## config.mk

```make
export PLATFORM = sky130hd
export DESIGN_NAME = dmt_channel
export DESIGN_NICKNAME = d
export VERILOG_FILES = /design/src/rtl/dmt_pkg.sv /design/src/rtl/dmt_cfg.sv /design/src/rtl/dmt_counter.sv /design/src/rtl/dmt_event.sv /design/src/rtl/dmt_channel.sv
export SDC_FILE = /design/constraint.sdc
export NUM_CORES = 1
export LEC_CHECK = 0
export BUFFER_PORTS_ARGS = -buffer_cell sky130_fd_sc_hd__buf_2
export CAP_MARGIN = 20
export CORE_MARGIN = 1.5
export CORE_UTILIZATION = 43
export CTS_CLUSTER_DIAMETER = 80
export DETAILED_ROUTE_END_ITERATION = 16
export PLACE_DENSITY_LB_ADDON = 0.15
export REMOVE_ABC_BUFFERS = 1
export SYNTH_ARGS = -nofsm -noshare
export SYNTH_HDL_FRONTEND = slang
export SYNTH_SLANG_ARGS = --single-unit
```

## constraint.sdc

```tcl
create_clock -name clk -period 4.1 [get_ports clk]
set_clock_uncertainty 0.05 [all_clocks]
set_input_delay 1.025 -clock clk [delete_from_list [all_inputs] [get_ports clk]]
set_output_delay 1.025 -clock clk [all_outputs]
set_load 0.005 [all_outputs]
```

## src/rtl/dmt_pkg.sv

```systemverilog
package dmt_pkg;

    typedef enum logic [1:0] {
        SEL_COUNT   = 2'd0,
        SEL_RELOAD  = 2'd1,
        SEL_MATCH_A = 2'd2,
        SEL_MATCH_B = 2'd3
    } dmt_sel_e;

    typedef struct packed {
        logic hit_a;
        logic hit_b;
        logic hit_zero;
    } dmt_hit_t;

    function automatic logic pick_tick(input logic ext_sel, input logic t_ext, input logic t_bus);
        return ext_sel ? t_ext : t_bus;
    endfunction

endpackage

```

## src/rtl/dmt_cfg.sv

```systemverilog
module dmt_cfg
    import dmt_pkg::*;
#(
    parameter int W = 32
) (
    input  logic         clk,
    input  logic         rst,
    input  logic         wr,
    input  dmt_sel_e     sel,
    input  logic [W-1:0] wdata,
    output logic [W-1:0] reload,
    output logic [W-1:0] match_a,
    output logic [W-1:0] match_b,
    output logic         start_ld
);

    always_ff @(posedge clk) begin
        if (rst) begin
            reload  <= '0;
            match_a <= '0;
            match_b <= '0;
        end else if (wr) begin
            case (sel)
                SEL_RELOAD:  reload  <= wdata;
                SEL_MATCH_A: match_a <= wdata;
                SEL_MATCH_B: match_b <= wdata;
                default: ;
            endcase
        end
    end

    // nonzero reload replacing a zero one may kick a running counter
    assign start_ld = wr && (sel == SEL_RELOAD) && (reload == '0) && (wdata != '0);

    assert_reload_wr_R2: assert property (@(posedge clk) disable iff (rst)
        (wr && sel == SEL_RELOAD) |=> (reload == $past(wdata)));

    assert_match_hold_R2: assert property (@(posedge clk) disable iff (rst)
        !wr |=> ($stable(match_a) && $stable(match_b) && $stable(reload)));

endmodule

```

## src/rtl/dmt_counter.sv

```systemverilog
module dmt_counter #(
    parameter int W = 32
) (
    input  logic         clk,
    input  logic         rst,
    input  logic         enable,
    input  logic         tick,
    input  logic         wr_count,
    input  logic         start_ld,
    input  logic [W-1:0] wdata,
    input  logic [W-1:0] reload,
    output logic [W-1:0] count,
    output logic         running,
    output logic         step,
    output logic [W-1:0] dec_val
);

    logic en_q;
    logic arm;

    assign running = enable && en_q;
    assign arm     = enable && !en_q;
    assign dec_val = count - 1'b1;
    assign step    = running && !wr_count && !start_ld && tick
                     && (reload != '0) && (count != '0);

    always_ff @(posedge clk) begin
        if (rst) begin
            en_q  <= 1'b0;
            count <= '0;
        end else begin
            en_q <= enable;
            if (arm) begin
                count <= reload;
            end else if (running && wr_count) begin
                count <= wdata;
            end else if (running && start_ld) begin
                count <= wdata;
            end else if (running && tick && reload != '0) begin
                count <= (count == '0) ? reload : dec_val;
            end
        end
    end

    assert_enable_load_R4: assert property (@(posedge clk) disable iff (rst)
        arm |=> (count == $past(reload)));

    assert_count_write_R7: assert property (@(posedge clk) disable iff (rst)
        (running && wr_count) |=> (count == $past(wdata)));

    assert_zero_reload_idle_R6: assert property (@(posedge clk) disable iff (rst)
        (running && reload == '0 && !wr_count && !start_ld) |=> $stable(count));

    assert_frozen_off_R4: assert property (@(posedge clk) disable iff (rst)
        !enable |=> $stable(count));

endmodule

```

## src/rtl/dmt_event.sv

```systemverilog
module dmt_event
    import dmt_pkg::*;
#(
    parameter int W = 32
) (
    input  logic         clk,
    input  logic         rst,
    input  logic         step,
    input  logic [W-1:0] dec_val,
    input  logic [W-1:0] reload,
    input  logic [W-1:0] match_a,
    input  logic [W-1:0] match_b,
    input  logic         ovf_en,
    output logic         irq_level,
    output logic         irq_event
);

    logic [W-1:0] eff_a;
    logic [W-1:0] eff_b;
    dmt_hit_t     hit;
    logic         fire;

    // a compare at or above reload is folded onto zero
    assign eff_a = (match_a < reload) ? match_a : '0;
    assign eff_b = (match_b < reload) ? match_b : '0;

    always_comb begin
        hit.hit_a    = (dec_val == eff_a);
        hit.hit_b    = (dec_val == eff_b);
        hit.hit_zero = (dec_val == '0) && ovf_en;
    end

    assign fire = step && (|hit);

    always_ff @(posedge clk) begin
        if (rst) begin
            irq_level <= 1'b0;
            irq_event <= 1'b0;
        end else begin
            irq_event <= fire;
            if (fire) irq_level <= !irq_level;
        end
    end

    assert_event_toggles_R11: assert property (@(posedge clk) disable iff (rst)
        irq_event |-> (irq_level != $past(irq_level)));

    assert_level_needs_event_R11: assert property (@(posedge clk) disable iff (rst)
        (irq_level != $past(irq_level)) |-> irq_event);

    assert_zero_quiet_R10: assert property (@(posedge clk) disable iff (rst)
        (step && dec_val == '0 && !ovf_en && match_a != '0 && match_b != '0
         && match_a < reload && match_b < reload) |=> !irq_event);

    assert_no_spurious_R8: assert property (@(posedge clk) disable iff (rst)
        !step |=> !irq_event);

endmodule

```

## src/rtl/dmt_channel.sv

```systemverilog
module dmt_channel
    import dmt_pkg::*;
#(
    parameter int W = 32
) (
    input  logic         clk,
    input  logic         rst,
    input  logic         enable,
    input  logic         ext_sel,
    input  logic         ovf_en,
    input  logic         tick_ext,
    input  logic         tick_bus,
    input  logic         reg_wr,
    input  logic [1:0]   reg_addr,
    input  logic [W-1:0] reg_wdata,
    output logic [W-1:0] reg_rdata,
    output logic         irq_level,
    output logic         irq_event
);

    dmt_sel_e     sel;
    logic [W-1:0] reload;
    logic [W-1:0] match_a;
    logic [W-1:0] match_b;
    logic [W-1:0] count;
    logic [W-1:0] dec_val;
    logic         start_ld;
    logic         running;
    logic         step;
    logic         tick;
    logic         wr_count;

    assign sel      = dmt_sel_e'(reg_addr);
    assign tick     = pick_tick(ext_sel, tick_ext, tick_bus);
    assign wr_count = reg_wr && (sel == SEL_COUNT);

    dmt_cfg #(.W(W)) u_cfg (
        .clk      (clk),
        .rst      (rst),
        .wr       (reg_wr),
        .sel      (sel),
        .wdata    (reg_wdata),
        .reload   (reload),
        .match_a  (match_a),
        .match_b  (match_b),
        .start_ld (start_ld)
    );

    dmt_counter #(.W(W)) u_cnt (
        .clk      (clk),
        .rst      (rst),
        .enable   (enable),
        .tick     (tick),
        .wr_count (wr_count),
        .start_ld (start_ld),
        .wdata    (reg_wdata),
        .reload   (reload),
        .count    (count),
        .running  (running),
        .step     (step),
        .dec_val  (dec_val)
    );

    dmt_event #(.W(W)) u_evt (
        .clk       (clk),
        .rst       (rst),
        .step      (step),
        .dec_val   (dec_val),
        .reload    (reload),
        .match_a   (match_a),
        .match_b   (match_b),
        .ovf_en    (ovf_en),
        .irq_level (irq_level),
        .irq_event (irq_event)
    );

    always_comb begin
        case (sel)
            SEL_COUNT:   reg_rdata = running ? count : '0;
            SEL_RELOAD:  reg_rdata = reload;
            SEL_MATCH_A: reg_rdata = match_a;
            default:     reg_rdata = match_b;
        endcase
    end

endmodule

```

Word-level counts from Yosys, hierarchy flattened
Index checks and enable logic that the tools add are counted.
{"block": "classes", "eq_ne": 5, "mux": 10, "mul": 0, "reduce_logical": 33, "div": 0, "n_bitwise": 0, "n_lt_le_gt_ge": 2, "shifts": 0, "n_addsub": 1}
{"operator": "32-bit 2-to-1 mux", "n": 8}
{"operator": "32-bit zero test", "n": 3}
{"operator": "32-bit one-hot mux with 3 select lines", "n": 1}
{"operator": "32-bit nonzero test", "n": 3}
{"operator": "32-bit equality test", "n": 2}
{"operator": "32-bit less-than comparator", "n": 2}
{"operator": "32-bit by 1-bit subtractor with 32-bit output (second input constant)", "n": 1}
{"operator": "1-bit logical AND", "n": 17}
{"operator": "2-bit AND reduction", "n": 3}
{"operator": "2-bit equality test (second input constant)", "n": 2}
{"operator": "1-bit zero test", "n": 4}
{"operator": "4-bit nonzero test", "n": 1}
{"operator": "3-bit OR reduction", "n": 1}
{"operator": "2-bit by 1-bit equality test with 1-bit output (second input constant)", "n": 1}
{"operator": "2-bit zero test", "n": 1}
{"operator": "1-bit 2-to-1 mux", "n": 1}
{"block": "word_totals", "in_bits": 42, "output_inout_bits": 34, "romBits": 0, "register_bits": 131, "memories": 0, "elab_cells": 58, "ramBits": 0, "latch_bits": 0}

Logic depth before layout (Yosys ltp)
{"block": "depth", "ltp_word": 10, "depth_mapped": 14, "ltp_nobuf": 12}

By module
Synthesis repeated with hierarchy kept, for this count alone.
{"block": "hier_totals", "cells_unflattened": 1328, "hier_area_um2": 10406.2}
{"mod": "dmt_cfg", "area_per_inst_um2": 3474.6, "seq_area_each_um2": 1921.8, "cells_per_inst": 444, "instances": 1}
{"mod": "dmt_event", "area_per_inst_um2": 3045.4, "seq_area_each_um2": 40.0, "cells_per_inst": 420, "instances": 1}
{"mod": "dmt_counter", "area_per_inst_um2": 2841.5, "seq_area_each_um2": 660.6, "cells_per_inst": 387, "instances": 1}
{"mod": "dmt_channel", "area_per_inst_um2": 1044.8, "seq_area_each_um2": 0.0, "cells_per_inst": 77, "instances": 1}

Least setup slack after synthesis
Ideal clock, no wire load.
{"block": "synth_timing", "kind": "register -> register", "start": "register u_cnt.count[0]", "end": "register u_evt.irq_level", "path_stages_with_launch": 15, "synth_period_minus_slack_ns": 3.724, "required_time_ns": 3.915, "arrival_time_ns": 3.539, "path_buffers": 2, "setup_ns": 0.135, "slack_ns": 0.376, "cell_sequence": "dfxtp_1 clkbuf_1 inv_1 ha_1 or4b_2 clkbuf_1 nor4_1 a21oi_1 a2111o_1 a211o_1 a32oi_1 nand3_1 nor4_1 or4_1 o2111ai_1"}
{"block": "synth_between", "elab_chain_cells": 5, "word_cells_on_any_way": 9, "cone_classes": "add/sub (1); eq/ne (2); reduce/logical (6)"}
{"item": "from (decl)", "line_no": "dmt_counter.sv:12", "rtl": "output logic [W-1:0] count,"}
{"item": "from (signal assigned)", "line_no": "dmt_counter.sv:34", "rtl": "count <= reload;"}
{"item": "from (signal assigned)", "line_no": "dmt_counter.sv:36", "rtl": "count <= wdata;"}
{"item": "from (signal assigned)", "line_no": "dmt_counter.sv:38", "rtl": "count <= wdata;"}
{"item": "32-bit by 1-bit subtractor with 32-bit output", "line_no": "dmt_counter.sv:23", "rtl": "assign dec_val = count - 1'b1;"}
{"item": "32-bit zero test", "line_no": "dmt_event.sv:30", "rtl": "hit.hit_zero = (dec_val == '0) && ovf_en;"}
{"item": "1-bit logical AND", "line_no": "dmt_event.sv:30"}
{"item": "3-bit OR reduction", "line_no": "dmt_event.sv:33", "rtl": "assign fire = step && (|hit);"}
{"item": "1-bit logical AND *", "line_no": "dmt_event.sv:33"}
{"item": "to (signal assigned)", "line_no": "dmt_event.sv:41", "rtl": "if (fire) irq_level <= !irq_level;"}
{"item": "to (decl)", "line_no": "dmt_event.sv:14", "rtl": "output logic irq_level,"}
Mark *: on every way between the ends. The rest lies on a longest branch, timed or not.
A chain may end at the register's enable or synchronous reset.

Worst setup path in the final report
{"block": "layout_timing", "start": "register u_cnt.count[13]", "end": "register u_evt.irq_event"}
{"block": "layout_between", "elab_chain_cells": 5, "word_cells_on_any_way": 9, "cone_classes": "add/sub (1); eq/ne (2); reduce/logical (6)"}
{"item": "32-bit by 1-bit subtractor with 32-bit output", "line_no": "dmt_counter.sv:23"}
{"item": "32-bit zero test", "line_no": "dmt_event.sv:30"}
{"item": "1-bit logical AND", "line_no": "dmt_event.sv:30"}
{"item": "3-bit OR reduction", "line_no": "dmt_event.sv:33"}
{"item": "1-bit logical AND *", "line_no": "dmt_event.sv:33"}
{"item": "to (signal assigned)", "line_no": "dmt_event.sv:40", "rtl": "irq_event <= fire;"}
{"item": "to (decl)", "line_no": "dmt_event.sv:15", "rtl": "output logic irq_event"}
Marked as above.

==> flow_metrics.tcl <==
set metrics [dict create \
    status "finished, final reports clean" \
    total_power_mw 5.01 \
    yosysMostFrequentCell "nand2_1" \
    die_y_um 164 \
    diodes 0 \
    p_switching_mw 2.01 \
    io_buffers 75 \
    drive_gt1_frac 0.187 \
    slew_headroom 0.324 \
    hpwl_um 42000 \
    htreeDepth 4 \
    setup_viol_count_final 0 \
    yosysSeqAreaShare 0.237 \
    vdd_ir_drop_max_mv 0.316 \
    synth.area.top_cells "dfxtp_1 (24%), a21oi_1 (8.6%), nand2_1 (8.3%)" \
    required_ps 4400 \
    drtIter0Drc 1353 \
    wl_um 54100 \
    maxCapViolCount 0 \
    viasPerCell 6.30 \
    nets 1865 \
    root_buffer "clkbuf_16" \
    grt_overflow_total 0 \
    period_share 0.981 \
    synth_common_cells "nand2_1 (245), nor2_1 (241), a21oi_1 (190)" \
    maxSlewViolCount 0 \
    synth_warnings 0 \
    ys_ff_latch 131 \
    start_kind "register" \
    rows 58 \
    synth_top_area_frac 0.237 \
    combPwrFrac 0.393 \
    areaGrowthSynthToFinish_pct 22.2 \
    cp.arrival_ps 4320 \
    ys_types 76 \
    p_leak_nw 5.39 \
    hold_viol_final 0 \
    ant_nets 0 \
    p_int_mw 3.00 \
    p_sw_frac 0.401 \
    fin_crit_ps 4020 \
    synth_edf_count 0 \
    first_pass_iters 7 \
    whs_ps 451 \
    drcViolationCount 0 \
    clkTransAtPathRegs_ps 70 \
    cts_tree "yes" \
    track_usage 0.404 \
    cp_max_fo 5 \
    critPathKind "reg -> reg" \
    cts_hold_buf 0 \
    cts_sinks 131 \
    endpoint_kind "register" \
    cts_max_path_buffers 2 \
    synth_area_per_cell_sq_um 6.96 \
    rsz0062_at_grt "no" \
    power-per-cell-area_nw_per_um2 370 \
    max_freq_mhz 249 \
    yosys.area.top_type "dfxtp_1" \
    cts_made_buffers 17 \
    antenna_found_initial 1 \
    wl_per_cell_um 25.8 \
    die_area_sq_um 26700 \
    syn-cell-area_sq_um 11100 \
    clk_latency_ps 440 \
    tightest_slew_ps 1010 \
    synth-main-ff-cell "dfxtp_1" \
    grt_pass1_wl_um 78500 \
    reg2reg_slack_ps 80 \
    postSynthCellCount 1591 \
    core_area_sq_um 25300 \
    setup_tns_ps 0 \
    power_frac_clock 0.324 \
    grt_pass1_vias 12100 \
    pin_count 76 \
    hp-class "reg -> reg" \
    start_util 0.439 \
    vias 13200 \
    die_x_um 164 \
    place_congestion 1.01 \
    seq_power_share 0.283 \
    nFillCells 2580 \
    async_flop_share 0 \
    grt_max_degree 71 \
]
## flip-flops by register name, summed over array words and instances (netlist names)
name	flops
u_cfg.match_a	32
u_cfg.match_b	32
u_cfg.reload	32
u_cnt.count	32
u_cnt.en_q	1
u_evt.irq_event	1
u_evt.irq_level	1
## final timing paths
path	startpoint	to	cells past startpoint
min reg2reg	u_cfg.match_b[26]	u_cfg.match_b[26]	2
min	u_cfg.match_b[26]	u_cfg.match_b[26]	2
max reg2reg	u_cnt.count[13]	u_evt.irq_event	12
max	u_cnt.count[13]	u_evt.irq_event	12
## layer usage
layer	wire (um)	share of wire	global-route usage
met5	13	0.00024	0
met3	4440	0.082	0.0637
met1	22600	0.42	0.524
met4	2720	0.050	0.197
met2	24300	0.45	0.649
## power by group through the flow
stage / logic, mW / registers, mW / clock network [mW]
2_1_floorplan: 0.918 / 1.45 / 0
6_report: 1.97 / 1.42 / 1.62
5_1_grt: 2.07 / 1.42 / 1.68
4_1_cts: 1.91 / 1.41 / 1.64
3_5_place_dp: 1.90 / 1.44 / 0
3_3_place_gp: 1.89 / 1.44 / 0
## through the flow
stage / setup slack [ps] / instances / util / cell area (sq um)
floorplan: -691 / 1479 / - / 10600
global placement: 65.8 / 2069 / 0.512 / 12900
global route: 13.8 / 2101 / 0.536 / 13500
CTS: 22.5 / 2101 / 0.535 / 13500
detailed placement: 61.0 / 2069 / 0.512 / 12900
finish: 77.9 / 2101 / 0.536 / 13500
## logic make-up after synthesis
| logic type | Yosys count | share of synthesized area |
|---|---|---|
| AND/OR/NAND/NOR | 723 | 0.307 |
| AO/OA/AOI/OAI | 449 | 0.254 |
| buffers and inverters | 165 | 0.0585 |
| flip-flops | 131 | 0.237 |
| adder cells (fa/ha/maj) | 65 | 0.0734 |
| XOR/XNOR | 50 | 0.0620 |
| multiplexers | 8 | 0.00768 |
## cell type report
class | instances | area [sq um] | share of cell area
clock inverters | 14 | 155 | 0.0115
flip-flops and latches | 131 | 2620 | 0.194
repair buffers | 260 | 1850 | 0.137
well taps | 330 | 413 | 0.0305
multi-input cells | 1295 | 7850 | 0.580
clock buffers | 18 | 439 | 0.0324
inverters | 53 | 199 | 0.0147
## timing repair
action	in CTS	in global routing
setup endpoints to repair	0	2
buffers inserted	0	0
resized for setup	0	4
## cells in the final DEF, fill, tap and decap left out, types with 7 or more instances in the layout
cell	instances
nand2_1	245
nor2_1	240
a21oi_1	189
buf_4	179
dfxtp_1	131
buf_2	74
ha_1	65
inv_1	53
a211oi_1	49
a31oi_1	38
nor4_1	37
o22ai_1	37
o21ai_0	34
nor3_1	28
nand4_1	27
xnor2_1	21
nand3_1	19
xnor3_1	17
clkbuf_16	17
or4_1	14
or3_1	13
nor2b_1	13
or2_2	11
xor2_1	10
o311ai_0	10
nand2b_1	9
o21a_1	9
nor3b_1	9
and4_1	8
o211ai_1	8
o32ai_1	8
a32oi_1	8
nand3b_1	8
buf_12	7
## worst max-delay path, stage by stage (launching register included)
cell and delay [ps]:
dfxtp_1 310, or4_1 560, buf_4 190, or3_2 490
nor4_1 280, buf_4 180, xnor2_1 440, xnor2_1 180
a211oi_2 400, o21a_1 210, nand3_1 110, o32a_1 340
a211oi_2 200
(Power assumes the default switching activity.)
